## config.mk

```make
export PLATFORM = sky130hd
export DESIGN_NAME = gpio_edge_ctrl
export DESIGN_NICKNAME = d
export VERILOG_FILES = /design/src/rtl/gpio_edge_pkg.sv /design/src/rtl/gpio_sync2.sv /design/src/rtl/gpio_bank.sv /design/src/rtl/gpio_edge_ctrl.sv
export SDC_FILE = /design/constraint.sdc
export NUM_CORES = 1
export LEC_CHECK = 0
export BUFFER_PORTS_ARGS = -buffer_cell sky130_fd_sc_hd__clkbuf_2
export CORE_MARGIN = 3
export CORE_UTILIZATION = 61
export DETAILED_ROUTE_END_ITERATION = 12
export PLACE_DENSITY_LB_ADDON = 0.2
export SLEW_MARGIN = 20
export SYNTH_ARGS = -nofsm -noshare
export SYNTH_HDL_FRONTEND = slang
export SYNTH_SLANG_ARGS = --single-unit
export TNS_END_PERCENT = 30
```

## constraint.sdc

```tcl
create_clock -name clk -period 2.5 [get_ports clk]
set_input_delay 0.125 -clock clk [delete_from_list [all_inputs] [get_ports clk]]
set_output_delay 0.125 -clock clk [all_outputs]
set_load 0.01 [all_outputs]
```

## src/rtl/gpio_edge_pkg.sv

```systemverilog
package gpio_edge_pkg;

  localparam int unsigned DATA_W = 8;

  // Address map: the second bank sits 16 bytes above the first.
  function automatic logic [7:0] drv_base(input int b);
    return 8'(8'h2B + 16 * b);
  endfunction

  function automatic logic [7:0] sns_base(input int b);
    return 8'(8'h33 + 16 * b);
  endfunction

  function automatic logic [7:0] mask_addr(input int b);
    return 8'(8'h19 + b);
  endfunction

  function automatic logic [7:0] shadow_addr(input int b);
    return 8'(8'h1B + b);
  endfunction

  function automatic logic [7:0] pend_addr(input int b);
    return 8'(8'h1D + b);
  endfunction

  // mode[1] selects rising edges, mode[0] selects falling edges
  function automatic logic edge_fire(input logic [1:0] mode, input logic cur, input logic prev);
    return (mode[1] & cur & ~prev) | (mode[0] & ~cur & prev);
  endfunction

  // Returns {oe, out} from the drive register bits
  function automatic logic [1:0] pad_drive(input logic [5:0] drv);
    logic oe, val;
    val = drv[0];
    oe  = drv[5] & (~drv[4] | ~val);
    return {oe, val & ~drv[4]};
  endfunction

endpackage

```

## src/rtl/gpio_sync2.sv

```systemverilog
module gpio_sync2 #(
  parameter int unsigned W = 16
) (
  input  logic         clk,
  input  logic         rst_n,
  input  logic [W-1:0] d,
  output logic [W-1:0] lvl,
  output logic [W-1:0] lvl_prev
);
  logic [W-1:0] meta_q;

  always_ff @(posedge clk or negedge rst_n) begin
    if (!rst_n) begin
      meta_q   <= '0;
      lvl      <= '0;
      lvl_prev <= '0;
    end else begin
      meta_q   <= d;
      lvl      <= meta_q;
      lvl_prev <= lvl;
    end
  end
endmodule

```

## src/rtl/gpio_bank.sv

```systemverilog
module gpio_bank
  import gpio_edge_pkg::*;
#(
  parameter int unsigned LANES       = 8,
  parameter logic [7:0]  DRV_BASE    = 8'h2B,
  parameter logic [7:0]  SNS_BASE    = 8'h33,
  parameter logic [7:0]  MASK_ADDR   = 8'h19,
  parameter logic [7:0]  SHADOW_ADDR = 8'h1B,
  parameter logic [7:0]  PEND_ADDR   = 8'h1D
) (
  input  logic             clk,
  input  logic             rst_n,
  input  logic [7:0]       addr,
  input  logic [7:0]       wdata,
  input  logic             we,
  input  logic [LANES-1:0] lvl,
  input  logic [LANES-1:0] lvl_prev,
  output logic [7:0]       rd_data,
  output logic [LANES-1:0] pad_oe,
  output logic [LANES-1:0] pad_out,
  output logic [LANES-1:0] pend_q,
  output logic [LANES-1:0] mask_q,
  output logic [LANES-1:0] dir_v,
  output logic [LANES-1:0] od_v,
  output logic [LANES-1:0] edge_hit,
  output logic [LANES-1:0] clr_req
);
  logic [5:0]       drv_q  [LANES];
  logic [1:0]       mode_q [LANES];
  logic [LANES-1:0] shadow_q;

  for (genvar i = 0; i < LANES; i++) begin : g_lane
    localparam logic [7:0] DA = 8'(DRV_BASE + i);
    localparam logic [7:0] SA = 8'(SNS_BASE + i);

    always_ff @(posedge clk or negedge rst_n) begin
      if (!rst_n) begin
        drv_q[i]  <= '0;
        mode_q[i] <= '0;
      end else if (we) begin
        if (addr == DA) drv_q[i]  <= wdata[5:0];
        if (addr == SA) mode_q[i] <= wdata[2:1];
      end
    end

    assign edge_hit[i]             = edge_fire(mode_q[i], lvl[i], lvl_prev[i]);
    assign {pad_oe[i], pad_out[i]} = pad_drive(drv_q[i]);
    assign dir_v[i]                = drv_q[i][5];
    assign od_v[i]                 = drv_q[i][4];
  end

  assign clr_req = (we && addr == PEND_ADDR) ? wdata[LANES-1:0] : '0;

  always_ff @(posedge clk or negedge rst_n) begin
    if (!rst_n) begin
      mask_q   <= '0;
      shadow_q <= '0;
      pend_q   <= '0;
    end else begin
      if (we && addr == MASK_ADDR)   mask_q   <= wdata[LANES-1:0];
      if (we && addr == SHADOW_ADDR) shadow_q <= wdata[LANES-1:0];
      pend_q <= (pend_q & ~clr_req) | edge_hit;
    end
  end

  always_comb begin
    rd_data = '0;
    for (int k = 0; k < LANES; k++) begin
      if (addr == 8'(DRV_BASE + k)) rd_data = {2'b00, drv_q[k]};
      if (addr == 8'(SNS_BASE + k)) rd_data = {5'b0, mode_q[k], lvl[k]};
    end
    if (addr == MASK_ADDR)   rd_data = 8'(mask_q);
    if (addr == SHADOW_ADDR) rd_data = 8'(shadow_q);
    if (addr == PEND_ADDR)   rd_data = 8'(pend_q);
  end
endmodule

```

## src/rtl/gpio_edge_ctrl.sv

```systemverilog
module gpio_edge_ctrl
  import gpio_edge_pkg::*;
#(
  parameter int unsigned BANKS = 2,
  parameter int unsigned LANES = 8,
  localparam int unsigned PINS = BANKS * LANES
) (
  input  logic            clk,
  input  logic            rst_n,
  input  logic [7:0]      bus_addr,
  input  logic [7:0]      bus_wdata,
  input  logic            bus_we,
  input  logic            bus_re,
  output logic [7:0]      bus_rdata,
  input  logic [PINS-1:0] pin_in,
  output logic [PINS-1:0] pin_out,
  output logic [PINS-1:0] pin_oe,
  output logic            irq
);
  logic [PINS-1:0] lvl, lvl_prev;
  logic [PINS-1:0] pend_all, mask_all, dir_all, od_all, edge_all, clr_all;
  logic [7:0]      bank_rd [BANKS];
  logic [7:0]      rd_mux;

  gpio_sync2 #(.W(PINS)) u_sync (
    .clk(clk), .rst_n(rst_n), .d(pin_in), .lvl(lvl), .lvl_prev(lvl_prev)
  );

  for (genvar b = 0; b < BANKS; b++) begin : g_bank
    gpio_bank #(
      .LANES(LANES),
      .DRV_BASE(drv_base(b)),
      .SNS_BASE(sns_base(b)),
      .MASK_ADDR(mask_addr(b)),
      .SHADOW_ADDR(shadow_addr(b)),
      .PEND_ADDR(pend_addr(b))
    ) u_bank (
      .clk(clk), .rst_n(rst_n),
      .addr(bus_addr), .wdata(bus_wdata), .we(bus_we),
      .lvl(lvl[b*LANES +: LANES]),
      .lvl_prev(lvl_prev[b*LANES +: LANES]),
      .rd_data(bank_rd[b]),
      .pad_oe(pin_oe[b*LANES +: LANES]),
      .pad_out(pin_out[b*LANES +: LANES]),
      .pend_q(pend_all[b*LANES +: LANES]),
      .mask_q(mask_all[b*LANES +: LANES]),
      .dir_v(dir_all[b*LANES +: LANES]),
      .od_v(od_all[b*LANES +: LANES]),
      .edge_hit(edge_all[b*LANES +: LANES]),
      .clr_req(clr_all[b*LANES +: LANES])
    );
  end

  always_comb begin
    rd_mux = '0;
    for (int b = 0; b < BANKS; b++) rd_mux |= bank_rd[b];
  end

  always_ff @(posedge clk or negedge rst_n) begin
    if (!rst_n)      bus_rdata <= '0;
    else if (bus_re) bus_rdata <= rd_mux;
  end

  assign irq = |(pend_all & ~mask_all);
endmodule

```

* Word-level counts from Yosys, hierarchy flattened
Index checks and enable logic that the tools add are counted.
Word-level totals: bits in registers 232, input bits 36, output and inout port bits 41, logic and storage cells 360
Cells by class: equal/unequal tests 38, multiplexer cells 40, bitwise logic cells 201, reduce and logical (&&, ||, !) cells 39
Operators by type and width (count):
- 8-bit 2-to-1 mux | 38
- 8-bit by 6-bit equality test with 1-bit output, second input constant | 21
- 1-bit AND | 96
- 8-bit by 7-bit equality test with 1-bit output, second input constant | 11
- 1-bit NOT | 64
- 2-bit AND reduction | 32
- 8-bit by 5-bit equality test with 1-bit output, second input constant | 6
- 1-bit bitwise OR | 32
- 8-bit bitwise OR | 3
- 16-bit AND | 1
- 8-bit AND | 2
- 16-bit NOT | 1
- 8-bit NOT | 2
- 16-bit OR reduction | 1
- 6-bit 2-to-1 mux | 2
- 1-bit logical AND | 6

* Logic depth before layout (Yosys ltp)
Gate-level depths: netlist of run 1.
depth in word-level cells 21, depth in mapped cells 10, depth with buffers taken out 7

* By module
A second synthesis of run 1 with hierarchy kept.
Unflattened totals: cell total of the unflattened synthesis 1048, area, all modules 11602.4 um2
By module, submodules not included:
- gpio_bank (g_bank[0].u_bank) | times used 1, cells an instance 477, area each 4977.3 um2, seq. area each 2202.1 um2
- gpio_bank (g_bank[1].u_bank) | times used 1, cells an instance 468, area each 4932.2 um2, seq. area each 2202.1 um2
- gpio_sync2 | times used 1, cells an instance 48, area each 1201.2 um2, seq. area each 1201.2 um2
- gpio_edge_ctrl | times used 1, cells an instance 55, area each 491.7 um2, seq. area each 200.2 um2

* Worst setup path after synthesis of run 1
Ideal clock, no wire load.
kind input -> register, start in bus_addr[7], end reg bus_rdata[1], data arrival time 1.951 ns, required time 2.374 ns, slack 0.423 ns, stages 8, buffers on the path 2, cells stage by stage buf_2 -> or4b_1 -> buf_2 -> nor3_4 -> nor4_1 -> a221oi_1 -> a21oi_1 -> o32a_1
On the way: cells in the longest elaborated chain, start to end 21, elaborated cells between the ends (all ways) 77
RTL lines:
- start: declaration | RTL line gpio_edge_ctrl.sv:10 | input logic [7:0] bus_addr,
- 8-bit by 6-bit equality test with 1-bit output | RTL line gpio_bank.sv:69 | if (addr == 8'(DRV_BASE + k)) rd_data = {2'b00, drv_q[k]};
- 6-bit 2-to-1 mux | RTL line gpio_bank.sv:69
- 8-bit 2-to-1 mux | RTL line gpio_bank.sv:70 | if (addr == 8'(SNS_BASE + k)) rd_data = {5'b0, mode_q[k], lvl[k]};
- 8-bit 2-to-1 mux | RTL line gpio_bank.sv:69
- 8-bit 2-to-1 mux | RTL line gpio_bank.sv:70
- 8-bit 2-to-1 mux | RTL line gpio_bank.sv:69
- 8-bit 2-to-1 mux | RTL line gpio_bank.sv:70
- 8-bit 2-to-1 mux | RTL line gpio_bank.sv:69
- [5 not listed]
- 8-bit 2-to-1 mux | RTL line gpio_bank.sv:69
- 8-bit 2-to-1 mux | RTL line gpio_bank.sv:70
- 8-bit 2-to-1 mux | RTL line gpio_bank.sv:69
- 8-bit 2-to-1 mux | RTL line gpio_bank.sv:70
- 8-bit 2-to-1 mux | RTL line gpio_bank.sv:72 | if (addr == MASK_ADDR) rd_data = 8'(mask_q);
- 8-bit 2-to-1 mux | RTL line gpio_bank.sv:73 | if (addr == SHADOW_ADDR) rd_data = 8'(shadow_q);
- 8-bit 2-to-1 mux | RTL line gpio_bank.sv:74 | if (addr == PEND_ADDR) rd_data = 8'(pend_q);
- 8-bit bitwise OR * | RTL line gpio_edge_ctrl.sv:56 | for (int b = 0; b < BANKS; b++) rd_mux |= bank_rd[b];
- end signal: assignment | RTL line gpio_edge_ctrl.sv:61 | else if (bus_re) bus_rdata <= rd_mux;
- end: declaration | RTL line gpio_edge_ctrl.sv:14 | output logic [7:0] bus_rdata,
Mark *: on every way between the ends. The rest lies on a longest branch, timed or not. A chain may end at the register's enable or synchronous reset.

* Worst setup path in the final report of run 1
start reg g_bank[1].u_bank.mode_q[7] (netlist bit), end reg bus_rdata[2]
On the way: cells in the longest elaborated chain, start to end 11
RTL lines:
- start: declaration | RTL line gpio_bank.sv:29 | logic [1:0] mode_q [LANES];
- start signal: indexed assignment | RTL line gpio_bank.sv:42 | if (addr == SA) mode_q[i] <= wdata[2:1];
- 8-bit 2-to-1 mux | RTL line gpio_bank.sv:70
- 8-bit 2-to-1 mux | RTL line gpio_bank.sv:69
- 8-bit 2-to-1 mux | RTL line gpio_bank.sv:70
- 8-bit 2-to-1 mux | RTL line gpio_bank.sv:69
- 8-bit 2-to-1 mux | RTL line gpio_bank.sv:70
- 8-bit 2-to-1 mux | RTL line gpio_bank.sv:69
- 8-bit 2-to-1 mux | RTL line gpio_bank.sv:70
- 8-bit 2-to-1 mux | RTL line gpio_bank.sv:72
- 8-bit 2-to-1 mux | RTL line gpio_bank.sv:73
- 8-bit 2-to-1 mux | RTL line gpio_bank.sv:74
- 8-bit bitwise OR | RTL line gpio_edge_ctrl.sv:56
Every way passes these cells.

==> summary.txt, run 1 <==
Status
  • Outcome: completed

Job
  • Max Cap Viol: 0

Routing
  • Final Routed Wirelength: 34.2 mm
  • TritonRoute pass-1 iters: 6
  • Wire length per cell: 25.6 um
  • DRC Markers: 0
  • Vias/cell: 6.66
  • Vias: 8912
  • Detail Route Antenna Nets: 0
  • DR iter-0 viols: 1137

Clock tree
  • Clock latency on the worst-skew pair: 0.53 ns
  • Post-cts gate resize count: 0
  • Root buf cell: clkbuf_16
  • CTS Buf Count: 24
  • # hold bufs at CTS: 19
  • Post-CTS Setup Inserts: 0
  • Clock Sinks: 232
  • CTS max path bufs: 3
  • CTS H-tree depth: 1
  • CTS tree: done
  • CTS clk-pin slew, worst paths: 0.06 ns

Worst setup path
  • Critical path class: flip-flop to flip-flop
  • Worst-path maximum fanout: 4
  • Crit path DAT: 2.30 ns
  • Worst path max stage delay: 0.45 ns
  • Most frequent CP cell: o2111ai_1
  • CP cell instances: mux2_2 > a22oi_1 > nor2_1 > a2111oi_0 > o21ai_0 > o2111ai_1 > o2111ai_1
  • CP endpoint kind: flip-flop
  • CP required: 2.88 ns
  • Setup crit start kind: flip-flop
  • Critical-path top delay cell: dfrtp_1

Yosys
  • Yosys top cell by area: dfrtp_1
  • Synth cell types: 59
  • Top cell type's share of synthesized area: 53.3%
  • Syn avg cell area: 11.3 um2
  • FFs w/ async S/R, synth: 100%
  • Ys flop type: dfrtp_1
  • Number of synthesized flops with an enable pin: 0
  • Ys Warns: 0
  • Part of the Yosys area used for sequential elements: 53.3%
  • Synth Net Count: 998
  • Area contributors post-synth: dfrtp_1, mux2_2, nand2_1
  • Mapped cell area: 10900 um2
  • Seq cells post-synth: 232
  • Mapped Cells: 962

Finish
  • Most frequent cells in the layout: dfrtp_1, mux2_2, nand2_1, clkbuf_2, buf_4
  • Fraction of layout cells with a size suffix above 1: 32.5%
  • Area growth syn-to-layout: 18.5%
  • Inserted Diodes: 0
  • Final nets: 1135
  • Non-Filler Instances: 1339
  • Post-route core utilization: 74.1%
  • Most common cell after layout, fill and taps aside: dfrtp_1
  • Fillers: 1210

Place
  • Placer Congestion: 0.964
  • IO buf count: 76
  • DP HPWL: 24.3 mm
  • Setup WS pre-CTS: 0.109 ns
  • Placed insts: 1279

GRT
  • Met1 GRT Util: 47.0%
  • Met2 Use GR: 57.4%
  • Met3 usage in global routing: 5.36%
  • Antenna violations before repair: 0
  • Layer with the highest usage: met2
  • First-pass GRT wire length: 53.1 mm
  • Largest net degree at the start of global routing: 74
  • Total track usage: 35.2%
  • GRT overflow: 0
  • Vias in the first global route: 9035

Worst hold path
  • Worst hold path type: primary input to flip-flop

Timing
  • Fin Setup TNS: 0 ns
  • Slew headroom: 33.9%
  • Final WS setup: 0.580 ns
  • Final slew viol count: 0
  • RSZ-0062 raised after global routing: false
  • Worst slew pin tran: 0.992 ns
  • Fin Clk Skew: 0.0156 ns
  • Fmax: 0.521 GHz
  • Final hold viol count: 0
  • Final worst path period share: 76.8%
  • Minimum clock period: 1.92 ns
  • Final setup fails: 0

Die
  • Initial Utilization: 62.5%
  • Die W: 140 um
  • Total I/O pin count: 77
  • Row count: 48
  • Die height: 140 um
  • Core footprint: 17400 um2
  • Full die area: 19500 um2

Power and ir drop
  • Combinational share of power: 9.7%
  • Sequential power share: 50.2%
  • Maximum vdd drop: 0.646 mV
  • Internal Power: 0.00637 W
  • Sw frac: 25.6%
  • PwrDens: 664 nW/um2
  • Clk pwr share: 40.1%
  • Switching pwr: 0.00219 W
  • Pleak: 6.07 nW
==> layer usage <==
layer  wire, um  vias up  part of all wire (%)
li1           -     3852                     -
met1      13300     4429                    39
met2      16200      503                    47
met3       2820      128                   8.2
met4       1980        0                   5.8
met5          0        -                     0
==> final timing paths <==
kind,end,cells after the start,from,slack (ns)
min in group asynchronous,u_sync.lvl[10]$_DFF_PN0_,2,rst_n,0.18
max in group asynchronous,g_bank[0].u_bank.drv_q[31]$_DFFE_PN0P_,3,rst_n,1.49
hold reg to reg,u_sync.lvl[1]$_DFF_PN0_,0,u_sync.meta_q[1]$_DFF_PN0_,0.35
setup / recovery,bus_rdata[2]$_DFFE_PN0P_,7,g_bank[1].u_bank.mode_q[7]$_DFFE_PN0P_,0.58
hold / removal,bus_rdata[7]$_DFFE_PN0P_,2,bus_re,0.08
setup reg to reg,bus_rdata[2]$_DFFE_PN0P_,7,g_bank[1].u_bank.mode_q[7]$_DFFE_PN0P_,0.58
==> synth_stat cells (16+ instances only) <==
master,n
a21boi_0,16
a21o_1,16
a21oi_1,23
a22oi_1,19
clkbuf_1,44
dfrtp_1,232
inv_1,18
mux2_2,161
nand2_1,114
nand3_1,25
nor2_1,37
nor2b_1,27
nor3_1,22
o21ai_0,27
o22ai_1,33
==> registers in the layout, summed over array words and instances (netlist names) <==
name	flops
g_bank.u_bank.drv_q	64
g_bank.u_bank.mode_q	32
g_bank.u_bank.dir_v	16
g_bank.u_bank.mask_q	16
g_bank.u_bank.od_v	16
g_bank.u_bank.pend_q	16
g_bank.u_bank.shadow_q	16
u_sync.lvl	16
u_sync.lvl_prev	16
u_sync.meta_q	16
bus_rdata	8
==> critical path: cells and delay by family, from the launching register on <==
kind	cells	cell delay, ns
AND/OR/NAND/NOR	1	0.07
AO/OA/AOI/OAI	5	0.97
flip-flops	1	0.45
multiplexers	1	0.30
==> layout make-up <==
class	instances	area, um2	share of cell area (%)
clock inverters	10	88.8	0.688
flip-flops and latches	232	5810	45.0
well taps	225	282	2.18
inverters	18	67.6	0.524
repair buffers	169	1200	9.29
multi-input cells	654	4790	37.2
clock buffers	31	667	5.17
==> power by group through the flow <==
stage                     combinational (W)  clock, W  sequential [W]
final                              0.000831   0.00343         0.00430
after global routing               0.000898   0.00362         0.00433
after CTS                          0.000827   0.00348         0.00429
after detailed placement           0.000799         0         0.00435
after global placement             0.000781         0         0.00434
after floorplan                    0.000463         0         0.00424
==> metrics by stage <==
step	hold WS, ns	power [W]	cell area (um2)
global route	0.0848	0.00884	12900
CTS	0.0450	0.00859	12900
detailed placement	0.134	0.00515	12000
finish	0.0826	0.00857	12900
floorplan	-0.171	0.00470	10900
global placement	0.131	0.00512	12000
==> cells by family (layout without fill, tap and decap cells) <==
family                 count (synthesis)  in the layout  synth area share, %
AND/OR/NAND/NOR                      274            274                 12.8
flip-flops                           232            232                 53.3
multiplexers                         168            168                 17.3
AO/OA/AOI/OAI                        212            212                 13.9
buffers and inverters                 76            228                 2.75
Power figures use the tool's default switching activity.
==> run 2, diff against run 1 <==
ABC_AREA = 1   (was default)
CORE_UTILIZATION = 60   (was 61)
clock period = 1.9 ns   (was 2.5 ns; I/O delays follow)
==> run 2 against run 1 <==
Sequential power grew 26%. Critical endpoint is now irq. Critical path depth shrank 2. Final area shrank 3.9%. Routed wire length shrank 13%.
==> summary.txt, run 2 <==
Status
  • Outcome: completed

Worst setup path
  • Crit path DAT: 1.80 ns (-0.50 ns)
  • Worst-path maximum fanout: 3 (-1)
  • CP endpoint kind: output port
  • Worst R2R Path Depth: 14 (+7)
  • Setup crit start kind: flip-flop
  • Critical path class: flip-flop to output port
  • CP required: 1.80 ns (-1.08 ns)

Yosys
  • Part of the Yosys area used for sequential elements: 56.2% (+2.9 points)
  • Yosys top cell by area: dfrtp_1
  • Ys Warns: 0 (unchanged)
  • Syn avg cell area: 8.47 um2 (-25%)
  • Area contributors post-synth: dfrtp_1, nand2_1, o21ai_0
  • Top cell type's share of synthesized area: 56.2% (+2.9 points)
  • Mapped cell area: 10300 um2 (-5.2%)
  • Mapped Cells: 1219 (+27%)
  • FFs w/ async S/R, synth: 100% (unchanged)
  • Seq cells post-synth: 232 (unchanged)
  • Synth Net Count: 1255 (+26%)
  • Most frequent cell after synthesis: nand2_1
  • Synth cell types: 42 (-29%)
  • Ys flop type: dfrtp_1
  • Number of synthesized flops with an enable pin: 0 (unchanged)
  • Synth cell count leaders: nand2_1, dfrtp_1, o21ai_0, inv_1, nor2_1

Finish
  • Most frequent cells in the layout: nand2_1, dfrtp_1, o21ai_0, inv_1, nor2_1
  • Post-route core utilization: 74.3% (+0.18 points)
  • Final nets: 1409 (+24%)
  • Area growth syn-to-layout: 20.1%
  • Top flop regs: g_bank.u_bank.drv_q (64), g_bank.u_bank.mode_q (32)
  • Inserted Diodes: 0 (unchanged)
  • Most common cell after layout, fill and taps aside: nand2_1
  • Non-Filler Instances: 1610 (+20%)
  • Design area: 12400 um2 (-3.9%)
  • Reg with most FFs: g_bank.u_bank.drv_q
  • Max reg flops: 64 (unchanged)
  • Fraction of layout cells with a size suffix above 1: 16.5% (-16 points)

Routing
  • Vias/cell: 5.74 (-14%)
  • Vias: 9245 (+3.7%)
  • Final Routed Wirelength: 29.7 mm (-13%)
  • DR iter-0 viols: 1031 (-9.3%)
  • Detail Route Antenna Nets: 0 (unchanged)
  • TritonRoute pass-1 iters: 6 (unchanged)
  • Wire length per cell: 18.5 um (-28%)
  • DRC Markers: 0 (unchanged)

Power and ir drop
  • Pleak: 5.79 nW (-4.6%)
  • Final Total Pwr: 0.0106 W (+24%)
  • PwrDens: 858 nW/um2 (+29%)
  • Maximum vdd drop: 0.829 mV (+28%)

Place
  • Placer Congestion: 0.958 (-0.71%)
  • DP HPWL: 21.0 mm (-13%)
  • Placed insts: 1542 (+21%)
  • IO buf count: 76 (unchanged)
  • DP Area: 11400 um2 (-4.7%)

Timing
  • Fmax: 0.527 GHz
  • Final worst path period share: 99.8%
  • Final slew viol count: 0 (unchanged)
  • Slew headroom: 62.3% (+28 points)
  • Final hold viol count: 0 (unchanged)
  • RSZ-0062 raised after global routing: true
  • Worst hold slack: 0.0859 ns (+0.00326 ns)
  • Final setup fails: 0 (unchanged)
  • Minimum clock period: 1.90 ns
  • Worst slew pin tran: 0.565 ns (-0.427 ns)
  • Fin Clk Skew: 0.0202 ns (+0.00457 ns)

GRT
  • First-pass GRT wire length: 47.8 mm (-10%)
  • Vias in the first global route: 8908 (-1.4%)
  • GRT overflow: 0 (unchanged)
  • Total track usage: 32.8% (-2.5 points)
  • Largest net degree at the start of global routing: 51 (-31%)
  • Antenna violations before repair: 0 (unchanged)

Clock tree
  • Clock latency on the worst-skew pair: 0.53 ns (about the same)
  • CTS H-tree depth: 1 (unchanged)
  • Clock Sinks: 232 (unchanged)
  • CTS clk-pin slew, worst paths: 0.06 ns (about the same)
  • CTS Buf Count: 24 (unchanged)
  • CTS max path bufs: 3 (unchanged)
  • CTS tree: done
  • Root buf cell: clkbuf_16

Die
  • Full die area: 18800 um2 (-3.5%)
  • Die W: 137 um (-1.8%)
  • Initial Utilization: 61.8% (-0.72 points)
  • Core footprint: 16700 um2 (-4.1%)
  • Row count: 47 (-2.1%)
  • Total I/O pin count: 77 (unchanged)
  • Die height: 137 um (-1.8%)

Worst hold path
  • Worst hold path type: primary input to async pin

Job
  • Max Cap Viol: 0 (unchanged)
run 2: cell types whose count changed in the layout (fill, tap and decap cells not counted), moves of 16 or more:
| cell | before | now |
|---|---|---|
| nand2_1 | 114 | 361 |
| mux2_2 | 161 | 0 |
| o21ai_0 | 27 | 174 |
| inv_1 | 18 | 118 |
| nor2_1 | 37 | 87 |
| nor2b_1 | 27 | 0 |
| o22ai_1 | 33 | 6 |
| nand4_1 | 3 | 24 |
| nor3_1 | 22 | 1 |
| a22oi_1 | 19 | 0 |
| nand3_1 | 25 | 44 |
| a21o_1 | 16 | 0 |
run 2: layer usage:
layer  vias up  wire length [um]  global-route usage (%)
met4         0               773                    9.04
met3        64              2790                    6.36
met5         -                 0                       0
li1       4304                 -                       -
met2       480             13200                    49.3
met1      4397             13000                    49.1
run 2: path summary, 6_finish.rpt:
check | slack (ns) | start | end
max in group asynchronous | 1.23 | rst_n | g_bank[1].u_bank.pend_q[6]$_DFF_PN0_
setup / recovery | 0.004 | g_bank[1].u_bank.pend_q[0]$_DFF_PN0_ | irq
hold / removal | 0.09 | rst_n | g_bank[0].u_bank.pend_q[0]$_DFF_PN0_
setup reg to reg | 0.14 | u_sync.lvl[0]$_DFF_PN0_ | bus_rdata[0]$_DFFE_PN0P_
min in group clk | 0.10 | bus_addr[2] | g_bank[0].u_bank.mode_q[15]$_DFFE_PN0P_
hold reg to reg | 0.35 | u_sync.meta_q[14]$_DFF_PN0_ | u_sync.lvl[14]$_DFF_PN0_
run 2: area by class of cell:
cell class | instances | area (um2)
clock inverters | 11 | 100
inverters | 122 | 458
flip-flops and latches | 232 | 5810
multi-input cells | 824 | 3900
fillers | 1215 | 4300
clock buffers | 32 | 651
repair buffers | 169 | 1220
well taps | 220 | 275
run 2: through the flow:
step	TNS, ns	setup WS [ns]
after floorplan	0	0.458
after global placement	-0.245	-0.143
after detailed placement	-0.300	-0.169
after CTS	0	0.00309
after global routing	-0.0635	-0.0372
final	0	0.00390
run 2: logic make-up after synthesis:
| logic type | Yosys count | synth area share (%) |
|---|---|---|
| and+or+nand+nor | 562 | 23.3 |
| AOI/OAI and AO/OA | 262 | 14.3 |
| DFF | 232 | 56.2 |
| buffers and inverters | 163 | 6.23 |
run 2: worst max-delay path, stage by stage, from the launching register on:
cell	delay [ns]
dfrtp_1	0.41
inv_1	0.07
o22ai_1	0.08
nor4_2	0.32
o2111ai_1	0.22
clkbuf_2	0.17
run 2: power breakdown:
| part | switching (W) | internal, W |
|---|---|---|
| Clock | 0.00193 | 0.00256 |
| Combinational | 0.000482 | 0.000279 |
| Sequential | 0.000213 | 0.00519 |
run 2: what timing repair did:
action | CTS | global route
resized for setup | 2 | 3
hold buffers | 21 | 0
endpoints found under the hold margin | 265 | 0
pin swaps | 3 | 0
setup buffers | 3 | 1
endpoints found under the setup margin | 1 | 2
